[src/rtl/mmio_bus_decoder.sv]
module mmio_bus_decoder #(
  parameter int TICK_W     = 16,
  parameter int NUM_DIGITS = 8
) (
  input  logic                      clk,
  input  logic                      rst_n,
  input  logic [15:0]               cpu_addr,
  input  logic [15:0]               cpu_wdata,
  input  logic                      cpu_rd,
  input  logic                      cpu_wr,
  input  logic                      cpu_word,
  output logic [15:0]               cpu_rdata,
  output logic [13:0]               rom_addr,
  output logic                      rom_rd,
  input  logic [15:0]               rom_rdata,
  output logic [14:0]               ram_addr,
  output logic                      ram_rd,
  output logic                      ram_wr,
  output logic                      ram_word,
  output logic [15:0]               ram_wdata,
  input  logic [15:0]               ram_rdata,
  input  logic [7:0]                ser_in,
  output logic                      ser_busy,
  output logic [7:0]                ser_out,
  input  logic                      tick,
  output logic [NUM_DIGITS*8-1:0]   seg_digits
);
  localparam logic [15:0] ADR_TICK   = 16'h4000;
  localparam logic [15:0] ADR_SIN    = 16'h4100;
  localparam logic [15:0] ADR_SOUT   = 16'h4102;
  localparam logic [7:0]  DIG_PAGE   = 8'h42;

  logic sel_rom, sel_io, sel_ram;
  logic rd_tick, rd_sin, wr_sout, wr_dig;
  logic [7:0]        sin_q, sout_q;
  logic [TICK_W-1:0] tick_q;
  logic [NUM_DIGITS*8-1:0] dig_q;
  logic [15:0] io_rdata;

  assign sel_rom = cpu_addr[15:14] == 2'b00;
  assign sel_io  = cpu_addr[15:14] == 2'b01;
  assign sel_ram = cpu_addr[15];

  assign rd_tick = cpu_rd && cpu_addr == ADR_TICK;
  assign rd_sin  = cpu_rd && cpu_addr == ADR_SIN;
  assign wr_sout = cpu_wr && cpu_addr == ADR_SOUT;
  assign wr_dig  = cpu_wr && cpu_addr[15:8] == DIG_PAGE && 32'(cpu_addr[7:0]) < NUM_DIGITS;

  assign rom_addr  = cpu_addr[13:0];
  assign rom_rd    = cpu_rd && sel_rom;
  assign ram_addr  = cpu_addr[14:0];
  assign ram_rd    = cpu_rd && sel_ram;
  assign ram_wr    = cpu_wr && sel_ram;
  assign ram_word  = cpu_word;
  assign ram_wdata = cpu_wdata;

  always_comb begin
    io_rdata = '0;
    if (cpu_addr == ADR_TICK)     io_rdata = 16'(tick_q);
    else if (cpu_addr == ADR_SIN) io_rdata = {8'h00, sin_q};
  end

  always_comb begin
    cpu_rdata = '0;
    if (cpu_rd) begin
      if (sel_ram)      cpu_rdata = ram_rdata;
      else if (sel_io)  cpu_rdata = io_rdata;
      else              cpu_rdata = rom_rdata;
    end
  end

  always_ff @(posedge clk or negedge rst_n) begin
    if (!rst_n) begin
      sin_q  <= '0;
      sout_q <= '0;
      tick_q <= '0;
    end else begin
      if (ser_in != 8'h00) sin_q <= ser_in;
      else if (rd_sin)     sin_q <= '0;
      sout_q <= wr_sout ? cpu_wdata[7:0] : 8'h00;
      if (rd_tick) tick_q <= TICK_W'(tick);
      else         tick_q <= tick_q + TICK_W'(tick);
    end
  end

  for (genvar g = 0; g < NUM_DIGITS; g++) begin : g_digit
    always_ff @(posedge clk or negedge rst_n) begin
      if (!rst_n)
        dig_q[g*8 +: 8] <= '0;
      else if (wr_dig && cpu_addr[7:0] == 8'(g))
        dig_q[g*8 +: 8] <= cpu_wdata[7:0];
    end
  end

  assign ser_busy   = sin_q != 8'h00;
  assign ser_out    = sout_q;
  assign seg_digits = dig_q;

  AST_ROM_NO_RAM: assert property (@(posedge clk) disable iff (!rst_n)
    (cpu_addr[15:14] == 2'b00) |-> (!ram_rd && !ram_wr));
  AST_SOUT_DATA: assert property (@(posedge clk) disable iff (!rst_n)
    (cpu_wr && cpu_addr == ADR_SOUT) |=> (ser_out == $past(cpu_wdata[7:0])));
  AST_SOUT_IDLE: assert property (@(posedge clk) disable iff (!rst_n)
    !(cpu_wr && cpu_addr == ADR_SOUT) |=> (ser_out == 8'h00));
  AST_BUSY_SOURCE: assert property (@(posedge clk) disable iff (!rst_n)
    $rose(ser_busy) |-> $past(ser_in != 8'h00));
  AST_SIN_CLEAR: assert property (@(posedge clk) disable iff (!rst_n)
    (cpu_rd && cpu_addr == ADR_SIN && ser_in == 8'h00) |=> !ser_busy);
  AST_TICK_RESTART: assert property (@(posedge clk) disable iff (!rst_n)
    (cpu_rd && cpu_addr == ADR_TICK) |=> (tick_q == TICK_W'($past(tick))));
  AST_TICK_STEP: assert property (@(posedge clk) disable iff (!rst_n)
    (!(cpu_rd && cpu_addr == ADR_TICK) && tick) |=> (tick_q == TICK_W'($past(tick_q) + 1'b1)));
  AST_ROM_WR_QUIET: assert property (@(posedge clk) disable iff (!rst_n)
    (cpu_wr && cpu_addr[15:14] == 2'b00) |=> $stable(seg_digits));
endmodule

[config.mk]
export PLATFORM = sky130hd
export DESIGN_NAME = mmio_bus_decoder
export DESIGN_NICKNAME = d
export VERILOG_FILES = /design/src/rtl/mmio_bus_decoder.sv
export SDC_FILE = /design/constraint.sdc
export NUM_CORES = 1
export LEC_CHECK = 0
export BUFFER_PORTS_ARGS = -buffer_cell sky130_fd_sc_hd__buf_2
export CAP_MARGIN = 20
export CORE_AREA = 2 2 100 102
export CTS_BUF_LIST = sky130_fd_sc_hd__clkbuf_4 sky130_fd_sc_hd__clkbuf_8 sky130_fd_sc_hd__clkbuf_16
export DETAILED_ROUTE_END_ITERATION = 10
export DIE_AREA = 0 0 102 104
export PLACE_DENSITY_LB_ADDON = 0.2
export SYNTH_ARGS = -nofsm -noshare
export SYNTH_HDL_FRONTEND = slang
export SYNTH_SLANG_ARGS = --single-unit
[constraint.sdc]
create_clock -name clk -period 2.44 [get_ports clk]
set_input_delay 0 -clock clk [delete_from_list [all_inputs] [get_ports clk]]
set_output_delay 0 -clock clk [all_outputs]
set_load 0.03 [all_outputs]
# [Yosys cells after proc, flatten, opt, wreduce, memory -nomap -nowiden]
# Cells that the tools add are included.
[op_classes] addsub=1 order_cmp=1 eq_ne=12 muxes=9 n_reduce_logical=21
[op_table] op="$mux W16" count=5
[op_table] op="$eq A16 B15 Y1 const B" count=3
[op_table] op="$eq A8 B3 Y1 const B" count=4
[op_table] op="$mux W8" count=4
[op_table] op="$add A16 B1 Y16" count=1
[op_table] op="$eq A8 B2 Y1 const B" count=2
[op_table] op="$logic_and A1 B1 Y1" count=16
[op_table] op="$reduce_bool A8 Y1" count=2
[op_table] op="$eq A8 B1 Y1 const B" count=1
[op_table] op="$eq A8 B7 Y1 const B" count=1
[op_table] op="$logic_not A8 Y1" count=1
[op_table] op="$lt A8 B4 Y1 const B" count=1
[op_table] op="$eq A2 B1 Y1 const B" count=1
[op_table] op="$logic_not A2 Y1" count=1
[op_table] op="$reduce_bool A2 Y1" count=1
[totals] regBits=96 in_bits=78 output_inout_bits=138

# [Longest topological paths before layout]
[depth] word_depth=6 mapped_depth=6 depth_no_buf=6

# [Worst setup path before layout]
# No wires, ideal clock.
[synth_path] path_kind="in2out" start="in cpu_addr[1]" end="out cpu_rdata[0]" arrival_ns=1.742 required_ns=2.440 path_slack_ns=0.698 path_stages=6 path_buffers=2 path_cell_list="clkbuf_1 nor4b_1 and4_1 clkbuf_1 a21oi_1 nor3_1"
[synth_between] elab_chain_cells=6 word_cells_on_any_way=7
[synth_lines] item="start: declaration" line_no="7" rtl="input logic [15:0] cpu_addr,"
[synth_lines] item="$eq A16 B15 Y1" line_no="60" rtl="else if (cpu_addr == ADR_SIN) io_rdata = {8'h00, sin_q};"
[synth_lines] item="$mux W8" line_no="60"
[synth_lines] item="$mux W16 *" line_no="59" rtl="if (cpu_addr == ADR_TICK) io_rdata = 16'(tick_q);"
[synth_lines] item="$mux W16 *" line_no="67" rtl="else if (sel_io) cpu_rdata = io_rdata;"
[synth_lines] item="$mux W16 *" line_no="66" rtl="if (sel_ram) cpu_rdata = ram_rdata;"
[synth_lines] item="$mux W16 *" line_no="65" rtl="if (cpu_rd) begin"
[synth_lines] item="end: declaration" line_no="12" rtl="output logic [15:0] cpu_rdata,"
# Every way passes the cells marked *; elsewhere a longest branch is shown, timed or not.

# [Worst setup path after layout]
[layout_path] start="reg tick_q[0]" end="reg tick_q[12]"
[layout_between] elab_chain_cells=2
[layout_lines] item="start: declaration" line_no="36" rtl="logic [TICK_W-1:0] tick_q;"
[layout_lines] item="start signal: assignment" line_no="81" rtl="if (rd_tick) tick_q <= TICK_W'(tick);"
[layout_lines] item="start signal: assignment" line_no="82" rtl="else tick_q <= tick_q + TICK_W'(tick);"
[layout_lines] item="$add A16 B1 Y16" line_no="82"
[layout_lines] item="$mux W16" line_no="81"
# Every way passes these cells.
# A chain may end at the register's enable or synchronous reset.

==> flow_metrics.py <==
metrics = {
    "timing": {
        "worst_pin_slew_ns": 0.580,
        "rsz0062_at_grt": "false",
        "min_period_ns": 1.71,
        "fin_crit_sh_pct": 70.2,
        "final.setup_skew_ns": 0.00602,
        "tns_ns": 0,
        "max_freq_mhz": 583,
        "maxSlewViolCount": 0,
        "hold_violations": 0,
        "max_slew_margin_pct": 61.2,
        "setup-violations-final": 0,
        "fin_hold_ws_ns": 0.0000132,
    },
    "logic_synthesis": {
        "syn_area_mm2": 0.00474,
        "syn_inst": 384,
        "async_flop_share_pct": 100,
        "ys_top_cells_by_area": "dfrtp_1 (51%), mux2_2 (15%), buf_4 (7.3%)",
        "synth.distinct_cells": 37,
        "synthFlopType": "dfrtp_1",
        "avgSynthCellArea_um2": 12.3,
        "synth_commonest_cells": "dfrtp_1 (96), mux2_2 (65), buf_4 (46)",
        "post-synth-top-count-cell": "dfrtp_1",
        "synth_top_area_share_pct": 50.7,
        "synth_nets": 464,
        "ys_seq_elements": 96,
        "synth_area_leader_cell": "dfrtp_1",
        "yosysWarnings": 0,
        "seq_area_frac_synth_pct": 50.7,
        "synth-edff-count": 0,
    },
    "route": {
        "drt_first_pass_iters": 4,
        "avgRoutedWirePerCell_um": 16.9,
        "ant_nets": 0,
        "wl_um": 11800,
        "viasPerCell": 5.18,
        "route.detailed.drc": 0,
        "first_iter_violations": 175,
        "via_count": 3616,
    },
    "cells_and_area": {
        "fin_nets": 640,
        "syn2layout_area_growth_pct": 25.6,
        "drive_above_1_share_pct": 54.2,
        "diodes": 0,
        "nFillCells": 788,
    },
    "floorplan": {
        "die_w_um": 102,
        "die_h_um": 104,
        "core_area_mm2": 0.00955,
        "row_count": 36,
        "start_util_pct": 49.6,
        "dieArea_mm2": 0.0106,
        "num_io_pins": 216,
    },
    "grt": {
        "antenna_found_initial": 0,
        "grt_first_pass_wirelength_um": 18000,
        "grt_pass1_vias": 3523,
        "grt_max_degree": 86,
        "track_usage_pct": 21.9,
        "grt-ovfl-total": 0,
    },
    "clocking": {
        "cts_max_level": 3,
        "post_cts_buffers": 0,
        "cts_tree": "done",
        "postCtsHoldBufs": 18,
        "cts-root-buf": "clkbuf_8",
        "post_cts_resized": 0,
        "path_clk_slew_ns": 0.10,
        "clockBufferDepth": 2,
        "clk_latency_ns": 0.36,
        "cts_buffers": 9,
        "cts.sink_count": 96,
    },
    "setup_path": {
        "reg2reg_slack_ns": 0.73,
        "cp.arrival_ns": 1.97,
        "path_max_fanout": 5,
        "crit_slowest_cell": "dfrtp_1",
        "crit_top_cell": "ha_1",
        "crit_chain": "ha_1, ha_1, inv_1, nor4_1, xnor2_1, nor2_1",
        "cp_data_required_time_ns": 2.69,
        "slowest_delay_ns": 0.38,
        "criticalPathCategory": "flip-flop to flip-flop",
        "endpoint_kind": "flip-flop",
        "start_kind": "flip-flop",
    },
    "min_path": {
        "hp-class": "input pin to output port",
    },
    "placement": {
        "portBuffers": 197,
        "place_congestion": 0.805,
        "hpwl_um": 8570,
    },
    "pwr": {
        "p_leak_nw": 3.32,
        "ir_drop_mv": 0.351,
        "power.density_mw_per_mm2": 561,
    },
    "status": {
        "status": "completed",
    },
    "job": {
        "maxCapViolCount": 0,
    },
}
## flip-flops by register name, indices dropped and copies added, names as in the netlist
| name | cells |
|---|---|
| seg_digits | 64 |
| ser_out | 8 |
| sin_q | 8 |
| tick_q | 16 |
## report_power, final
group	internal, mW	switching, mW
Sequential	1.65	0.0969
Clock	0.428	0.613
Combinational	0.221	0.325
## cell type report
class	count	area, um2	share of cell area (%)
timing repair buffer	223	1250	21.0
sequential	96	2400	40.4
multi-input combinational	225	1920	32.2
clock inverter	6	60.1	1.01
tap	133	166	2.80
inverter	5	18.8	0.315
clock buffer	10	138	2.31
## metrics by stage
stage	power (mW)	util, %	cells	cell area [um2]	setup WS [ns]
3_5_place_dp	2.30	58.1	663	5550	0.396
4_1_cts	3.35	62.0	697	5920	0.719
5_1_grt	3.51	62.3	698	5950	0.521
3_3_place_gp	2.29	58.1	663	5550	0.447
6_report	3.34	62.3	698	5950	0.726
2_1_floorplan	2.14	-	384	4740	0.698
## layer usage
| metal | share of wire, % | track usage, % | vias up |
|---|---|---|---|
| li1 | - | - | 1687 |
| met2 | 50 | 36.0 | 125 |
| met1 | 42 | 28.4 | 1789 |
| met3 | 6.1 | 5.65 | 15 |
| met4 | 2.0 | 6.76 | 0 |
| met5 | 0 | 0 | - |
## critical path, delay by kind of cell (launching register included)
kind	cells	cell delay, ns
fa+ha+maj	2	0.55
simple gates	2	0.41
flops	1	0.38
xor+xnor	1	0.16
buf+inv	1	0.11
## cells in the final DEF, fill, tap and decap left out, types with 9 or more instances in the layout
cell           count
a21o_1            16
and2_1             9
buf_2            196
clkbuf_8          10
dfrtp_1           96
dlygate4sd3_1     18
mux2_2            65
nand3_1            9
nor2_1            19
nor3_1            12
nor4_1             9
xnor2_1           10
## path summary, 6_finish.rpt
| kind | startpoint | to | depth (start not counted) |
|---|---|---|---|
| setup / recovery | tick_q[0] | tick_q[12] | 6 |
| hold / removal | cpu_word | ram_word | 0 |
| setup reg to reg | tick_q[0] | tick_q[12] | 6 |
| hold reg to reg | seg_digits[29] | seg_digits[29] | 1 |
| max in group asynchronous | rst_n | tick_q[3] | 4 |
| min in group asynchronous | rst_n | seg_digits[30] | 2 |
## cell families after synthesis
family / count (synthesis) / synth area share [%]
AO/OA/AOI/OAI: 41 / 6.13
flip-flops: 96 / 50.7
buffers and inverters: 63 / 8.95
adder cells (fa/ha/maj): 2 / 0.528
XOR/XNOR: 14 / 2.59
multiplexers: 73 / 18.0
AND/OR/NAND/NOR: 95 / 13.1
(Power assumes the default switching activity.)
